`src/rtl/trig_pkg.sv`:
```
`timescale 1ns/1ps
package trig_pkg;

  // flavour codes found in the top nibble of a control word
  localparam logic [3:0] FLAV_CLASSIC = 4'd2;
  localparam logic [3:0] FLAV_GUEST   = 4'd6;

  // control word bit positions
  localparam int LD_BIT     = 0;
  localparam int ST_BIT     = 1;
  localparam int EX_BIT     = 2;
  localparam int HOST_BASE  = 3;   // user/supervisor/machine enables at 3+priv
  localparam int GUEST_BASE = 23;  // guest user/supervisor enables at 23+priv

  // privilege encodings
  localparam logic [1:0] PRIV_USER  = 2'd0;
  localparam logic [1:0] PRIV_SUPER = 2'd1;
  localparam logic [1:0] PRIV_RSVD  = 2'd2;
  localparam logic [1:0] PRIV_MACH  = 2'd3;

  // qualifier selector value that enables context comparison
  localparam logic [2:0] CTX_SEL_ON = 3'd4;

  // strobes handed from control to datapath
  typedef struct packed {
    logic hit;
    logic fromFetch;
  } trigSel_t;

endpackage

```
`src/rtl/trig_datapath.sv`:
```
`timescale 1ns/1ps
module trig_datapath
  import trig_pkg::*;
#(
  parameter int NUM_TRIG = 2,
  parameter int XLEN     = 32,
  parameter int CTX_W    = 6
) (
  input  logic [NUM_TRIG*XLEN-1:0] trigAddr,
  input  logic [NUM_TRIG*XLEN-1:0] trigExtra,
  input  logic [CTX_W-1:0]         ctxVal,
  input  logic [XLEN-1:0]          fetchPc,
  input  logic [XLEN-1:0]          lsAddr,
  input  trigSel_t                 sel,
  output logic [NUM_TRIG-1:0]      pcEq,
  output logic [NUM_TRIG-1:0]      lsEq,
  output logic [NUM_TRIG-1:0]      ctxOk,
  output logic [XLEN-1:0]          badAddr
);

  localparam int CTX_HI = XLEN - 1;
  localparam int CTX_LO = XLEN - CTX_W;
  localparam int SEL_HI = CTX_LO - 1;
  localparam int SEL_LO = CTX_LO - 3;

  for (genvar g = 0; g < NUM_TRIG; g++) begin : gTrig
    logic [XLEN-1:0]  cmpAddr;
    logic [XLEN-1:0]  extraWord;
    logic [2:0]       ctxSel;
    logic [CTX_W-1:0] ctxWant;

    assign cmpAddr   = trigAddr[g*XLEN +: XLEN];
    assign extraWord = trigExtra[g*XLEN +: XLEN];
    assign ctxSel    = extraWord[SEL_HI:SEL_LO];
    assign ctxWant   = extraWord[CTX_HI:CTX_LO];

    assign pcEq[g]  = (fetchPc == cmpAddr);
    assign lsEq[g]  = (lsAddr == cmpAddr);
    assign ctxOk[g] = (ctxSel != CTX_SEL_ON) || (ctxWant == ctxVal);
  end

  always_comb begin
    if (!sel.hit)          badAddr = '0;
    else if (sel.fromFetch) badAddr = fetchPc;
    else                    badAddr = lsAddr;
  end

endmodule

```
`src/rtl/trig_control.sv`:
```
`timescale 1ns/1ps
module trig_control
  import trig_pkg::*;
#(
  parameter int NUM_TRIG = 2,
  parameter int XLEN     = 32,
  parameter int IDXW     = 1
) (
  input  logic [NUM_TRIG*XLEN-1:0] trigCtrl,
  input  logic [1:0]               privLvl,
  input  logic                     virtEn,
  input  logic                     lsValid,
  input  logic                     lsWrite,
  input  logic [NUM_TRIG-1:0]      pcEq,
  input  logic [NUM_TRIG-1:0]      lsEq,
  input  logic [NUM_TRIG-1:0]      ctxOk,
  output trigSel_t                 sel,
  output logic [IDXW-1:0]          hitIdx
);

  logic [NUM_TRIG-1:0] trigHit;
  logic [NUM_TRIG-1:0] exHit;

  logic isLoad, isStore, hostPrivOk, guestPrivOk;
  assign isLoad      = lsValid && !lsWrite;
  assign isStore     = lsValid && lsWrite;
  assign hostPrivOk  = (privLvl != PRIV_RSVD);
  assign guestPrivOk = (privLvl == PRIV_USER) || (privLvl == PRIV_SUPER);

  for (genvar g = 0; g < NUM_TRIG; g++) begin : gTrig
    logic [XLEN-1:0] ctrlWord;
    logic [3:0]      flavour;
    logic            isClassic, isGuest;
    logic            hostBit, guestBit, privOk;
    logic            ldHit, stHit;

    assign ctrlWord  = trigCtrl[g*XLEN +: XLEN];
    assign flavour   = ctrlWord[XLEN-1 -: 4];
    assign isClassic = (flavour == FLAV_CLASSIC);
    assign isGuest   = (flavour == FLAV_GUEST);
    assign hostBit   = ctrlWord[HOST_BASE + int'(privLvl)];
    assign guestBit  = ctrlWord[GUEST_BASE + int'(privLvl)];

    always_comb begin
      if (virtEn)       privOk = isGuest && guestPrivOk && guestBit;
      else              privOk = (isClassic || isGuest) && hostPrivOk && hostBit;
    end

    assign exHit[g] = privOk && ctxOk[g] && ctrlWord[EX_BIT] && pcEq[g];
    assign ldHit    = isLoad  && ctrlWord[LD_BIT] && lsEq[g];
    assign stHit    = isStore && ctrlWord[ST_BIT] && lsEq[g];
    assign trigHit[g] = exHit[g] || (privOk && ctxOk[g] && (ldHit || stHit));
  end

  // lowest index wins
  always_comb begin
    sel    = '0;
    hitIdx = '0;
    for (int i = NUM_TRIG - 1; i >= 0; i--) begin
      if (trigHit[i]) begin
        sel.hit       = 1'b1;
        sel.fromFetch = exHit[i];
        hitIdx        = IDXW'(i);
      end
    end
  end

endmodule

```
`src/rtl/addr_trigger_unit.sv`:
```
`timescale 1ns/1ps
module addr_trigger_unit
  import trig_pkg::*;
#(
  parameter  int NUM_TRIG = 2,
  parameter  int XLEN     = 32,
  parameter  int CTX_W    = 6,
  localparam int IDXW     = (NUM_TRIG > 1) ? $clog2(NUM_TRIG) : 1
) (
  input  logic [NUM_TRIG*XLEN-1:0] trigCtrl,
  input  logic [NUM_TRIG*XLEN-1:0] trigAddr,
  input  logic [NUM_TRIG*XLEN-1:0] trigExtra,
  input  logic [1:0]               privLvl,
  input  logic                     virtEn,
  input  logic [CTX_W-1:0]         ctxVal,
  input  logic [XLEN-1:0]          fetchPc,
  input  logic                     lsValid,
  input  logic                     lsWrite,
  input  logic [XLEN-1:0]          lsAddr,
  output logic                     brkReq,
  output logic [IDXW-1:0]          hitIdx,
  output logic [XLEN-1:0]          badAddr
);

  trigSel_t            sel;
  logic [NUM_TRIG-1:0] pcEq, lsEq, ctxOk;

  trig_control #(.NUM_TRIG(NUM_TRIG), .XLEN(XLEN), .IDXW(IDXW)) uCtl (
    .trigCtrl(trigCtrl), .privLvl(privLvl), .virtEn(virtEn),
    .lsValid(lsValid), .lsWrite(lsWrite),
    .pcEq(pcEq), .lsEq(lsEq), .ctxOk(ctxOk),
    .sel(sel), .hitIdx(hitIdx)
  );

  trig_datapath #(.NUM_TRIG(NUM_TRIG), .XLEN(XLEN), .CTX_W(CTX_W)) uDp (
    .trigAddr(trigAddr), .trigExtra(trigExtra), .ctxVal(ctxVal),
    .fetchPc(fetchPc), .lsAddr(lsAddr), .sel(sel),
    .pcEq(pcEq), .lsEq(lsEq), .ctxOk(ctxOk), .badAddr(badAddr)
  );

  assign brkReq = sel.hit;

endmodule

```
`config.mk`:
```
export PLATFORM = sky130hd
export DESIGN_NAME = addr_trigger_unit
export DESIGN_NICKNAME = d
export VERILOG_FILES = /design/src/rtl/trig_pkg.sv /design/src/rtl/trig_datapath.sv /design/src/rtl/trig_control.sv /design/src/rtl/addr_trigger_unit.sv
export SDC_FILE = /design/constraint.sdc
export NUM_CORES = 1
export LEC_CHECK = 0
export BUFFER_PORTS_ARGS = -buffer_cell sky130_fd_sc_hd__buf_2
export CORE_AREA = 2 2 118 120
export DETAILED_ROUTE_END_ITERATION = 7
export DIE_AREA = 0 0 120 122
export GPL_TIMING_DRIVEN = 0
export PLACE_DENSITY = 0.61
export SYNTH_ARGS = -nofsm -noshare
export SYNTH_HDL_FRONTEND = slang
export SYNTH_HIERARCHICAL = 1
export SYNTH_SLANG_ARGS = --single-unit
```
`constraint.sdc`:
```
create_clock -name vclk -period 11.1
set_clock_uncertainty 0.05 [all_clocks]
set_input_delay 2.775 -clock vclk [all_inputs]
set_output_delay 2.775 -clock vclk [all_outputs]
set_load 0.1 [all_outputs]
```
==> impl_metrics.toml <==
[clock_network]
postCtsHoldBufs = 0
ctsResizeCount = 0
cts_setup_buffers = 0

[global_routing]
grt_usage = 0.134
overflow = 0
grt_pass1_vias = 3171
grt_max_degree = 11
antenna_found_initial = 1
grt_pass1_wl_um = 15700

[die]
chipHeight_um = 122
fp-row-count = 43
core-area_um2 = 13500
start_util = 0.194
dieArea_um2 = 14600
dieWidth_um = 120
ios = 301

[sta]
max_freq_mhz = 110
finalSetupViolations = 0
hold_viol = 0
period_minus_slack_ns = 9.09
setup_tns_ns = 0
rsz0062_at_grt = "false"
setup_ws_ns = 2.01
slew_headroom = 0.550
tightestPinTransition_ns = 0.674
final-max-slew-violation-count = 0
fin_crit_sh = 0.819

[cells_and_area]
clock_buffers = 0
seq_cell_count = 0
regArea_um2 = 0
n_antenna_cell = 0
drive_gt1_frac = 0.447
multiInputGateArea_um2 = 2530
area_growth_pct = 52.8
fillCellCount = 1510
final_nets = 826

[detailed_routing]
dr.first_iter.drc_count = 92
wire_per_inst_um = 14.8
wl_met2_um = 5210
drt_pass1_iterations = 4
vias = 3166
wirelength_um = 10800
drcViolationCount = 0
top_layer_used = "met5"
ant_nets = 0
met1Wirelength_um = 4680
vias_per_cell = 4.32
wl_met3_um = 725

[setup_path]
cp-start-kind = "input port"
crit_fanout = 10
end_kind = "primary output"
worstPathArrival_ns = 6.26
criticalPathCategory = "input port to primary output"
crit_required_ns = 8.28

[logic_synthesis]
synthesis.area_um2 = 2610
synth-seq-area-share = 0
synthDistinctLibCells = 33
avgSynthCellArea_um2 = 8.12
synth_nets = 593
syn_inst = 322
ys_warn_count = 6

[placement]
gp_congestion = 0.801
hpwl_um = 9610
io_buffers = 231
dp_worst_setup_slack_ns = 1.89

[power_and_ir_drop]
p_leak_nw = 1.96
vdd_drop_max_v = 0.0000116
p_per_area_nw_per_um2 = 29.2

[worst_hold_path]
hold_end = "badAddr[13]"
min_from = "lsAddr[13]"
worstHoldPathCells = 4
hold_path.class = "input port to primary output"

[run_status]
status = "finished, final reports clean"

[flow_run]
drv_cap = 0
[where the power goes]
part	switching [mW]	leakage, nW	internal, mW	total [mW]
combinational	0.0572	1.96	0.0593	0.117
sequential	0	0	0	0
clock	0	0	0	0
total	0.0572	1.96	0.0593	0.117
[kinds of logic (layout without fill, tap and decap cells)]
| group | after synthesis | after routing | synth area share |
|---|---|---|---|
| XOR/XNOR | 140 | 140 | 0.469 |
| AND/OR/NAND/NOR | 102 | 102 | 0.233 |
| multiplexers | 52 | 52 | 0.213 |
| buffers and inverters | 13 | 244 | 0.0325 |
| AO/OA/AOI/OAI | 11 | 11 | 0.0335 |
| adder cells (fa/ha/maj) | 4 | 4 | 0.0191 |
[final cells by class]
cell class / count / area share
Multi-Input combinational cell: 309 / 0.633
Timing Repair Buffer: 231 / 0.289
Tap cell: 180 / 0.0564
Inverter: 3 / 0.00282
Buffer: 10 / 0.0185
[layer usage]
metal | up-vias | global-route usage
li1 | 1600 | -
met1 | 1415 | 0.172
met2 | 137 | 0.243
met3 | 12 | 0.0173
met4 | 2 | 0.0243
met5 | - | 0
[layout by cell type (no fill, tap or decap), types with 2 or more instances in the layout]
master / netlist / routed
mux2_2: 8 / 8
inv_1: 3 / 3
nor2_1: 8 / 8
xor2_1: 136 / 136
nor4_1: 34 / 34
buf_2: 1 / 232
xnor2_1: 4 / 4
ha_1: 4 / 4
nor2b_1: 32 / 32
or3_1: 2 / 2
nor3b_1: 2 / 2
o22ai_1: 2 / 2
nand4_1: 8 / 8
mux2i_1: 42 / 42
buf_4: 3 / 3
mux4_2: 2 / 2
clkbuf_1: 4 / 4
o211ai_1: 2 / 2
nand3_1: 7 / 7
nand2_1: 4 / 4
a32o_1: 2 / 2
[per-stage QoR]
step / util / area [µm²] / power [mW] / instances / hold WS [ns]
final: 0.296 / 4000 / 0.117 / 733 / 6.08
after global routing: 0.296 / 4000 / 0.129 / 733 / 6.10
after CTS: 0.296 / 4000 / 0.117 / 733 / 6.08
after detailed placement: 0.296 / 4000 / 0.116 / 733 / 6.08
after global placement: 0.296 / 4000 / 0.116 / 733 / 6.07
after floorplan: - / 2610 / 0.0533 / 322 / 5.97
[how the worst max path moves through the flow]
stage / start / to / slack [ns] / cells past startpoint
finish: privLvl[0] / badAddr[11] / 2.01 / 13
global route: privLvl[0] / badAddr[11] / 1.69 / 13
CTS: privLvl[0] / badAddr[11] / 1.87 / 13
detailed placement: privLvl[0] / badAddr[11] / 1.89 / 13
global placement: privLvl[0] / badAddr[11] / 1.86 / 13
floorplan: privLvl[0] / badAddr[10] / 1.45 / 11
[worst max-delay path, stage by stage]
cell and delay (ns):
buf_2 0.10, buf_6 0.15, buf_12 0.14, inv_1 0.07
ha_1 0.27, clkbuf_1 0.31, mux4_2 0.58, o32ai_1 0.17
and3_1 0.23, a21o_1 0.20, clkbuf_1 0.55, nor2b_1 0.25
buf_2 0.45
[cell usage after synthesis (4+ instances only)]
cell type	n	share of area
clkbuf_1	4	0.0057
ha_1	4	0.019
mux2_2	8	0.034
mux2i_1	42	0.16
nand2_1	4	0.0057
nand3_1	7	0.013
nand4_1	8	0.019
nor2_1	8	0.011
nor2b_1	32	0.077
nor4_1	34	0.081
xnor2_1	4	0.013
xor2_1	136	0.46
Power figures use the tool's default switching activity.
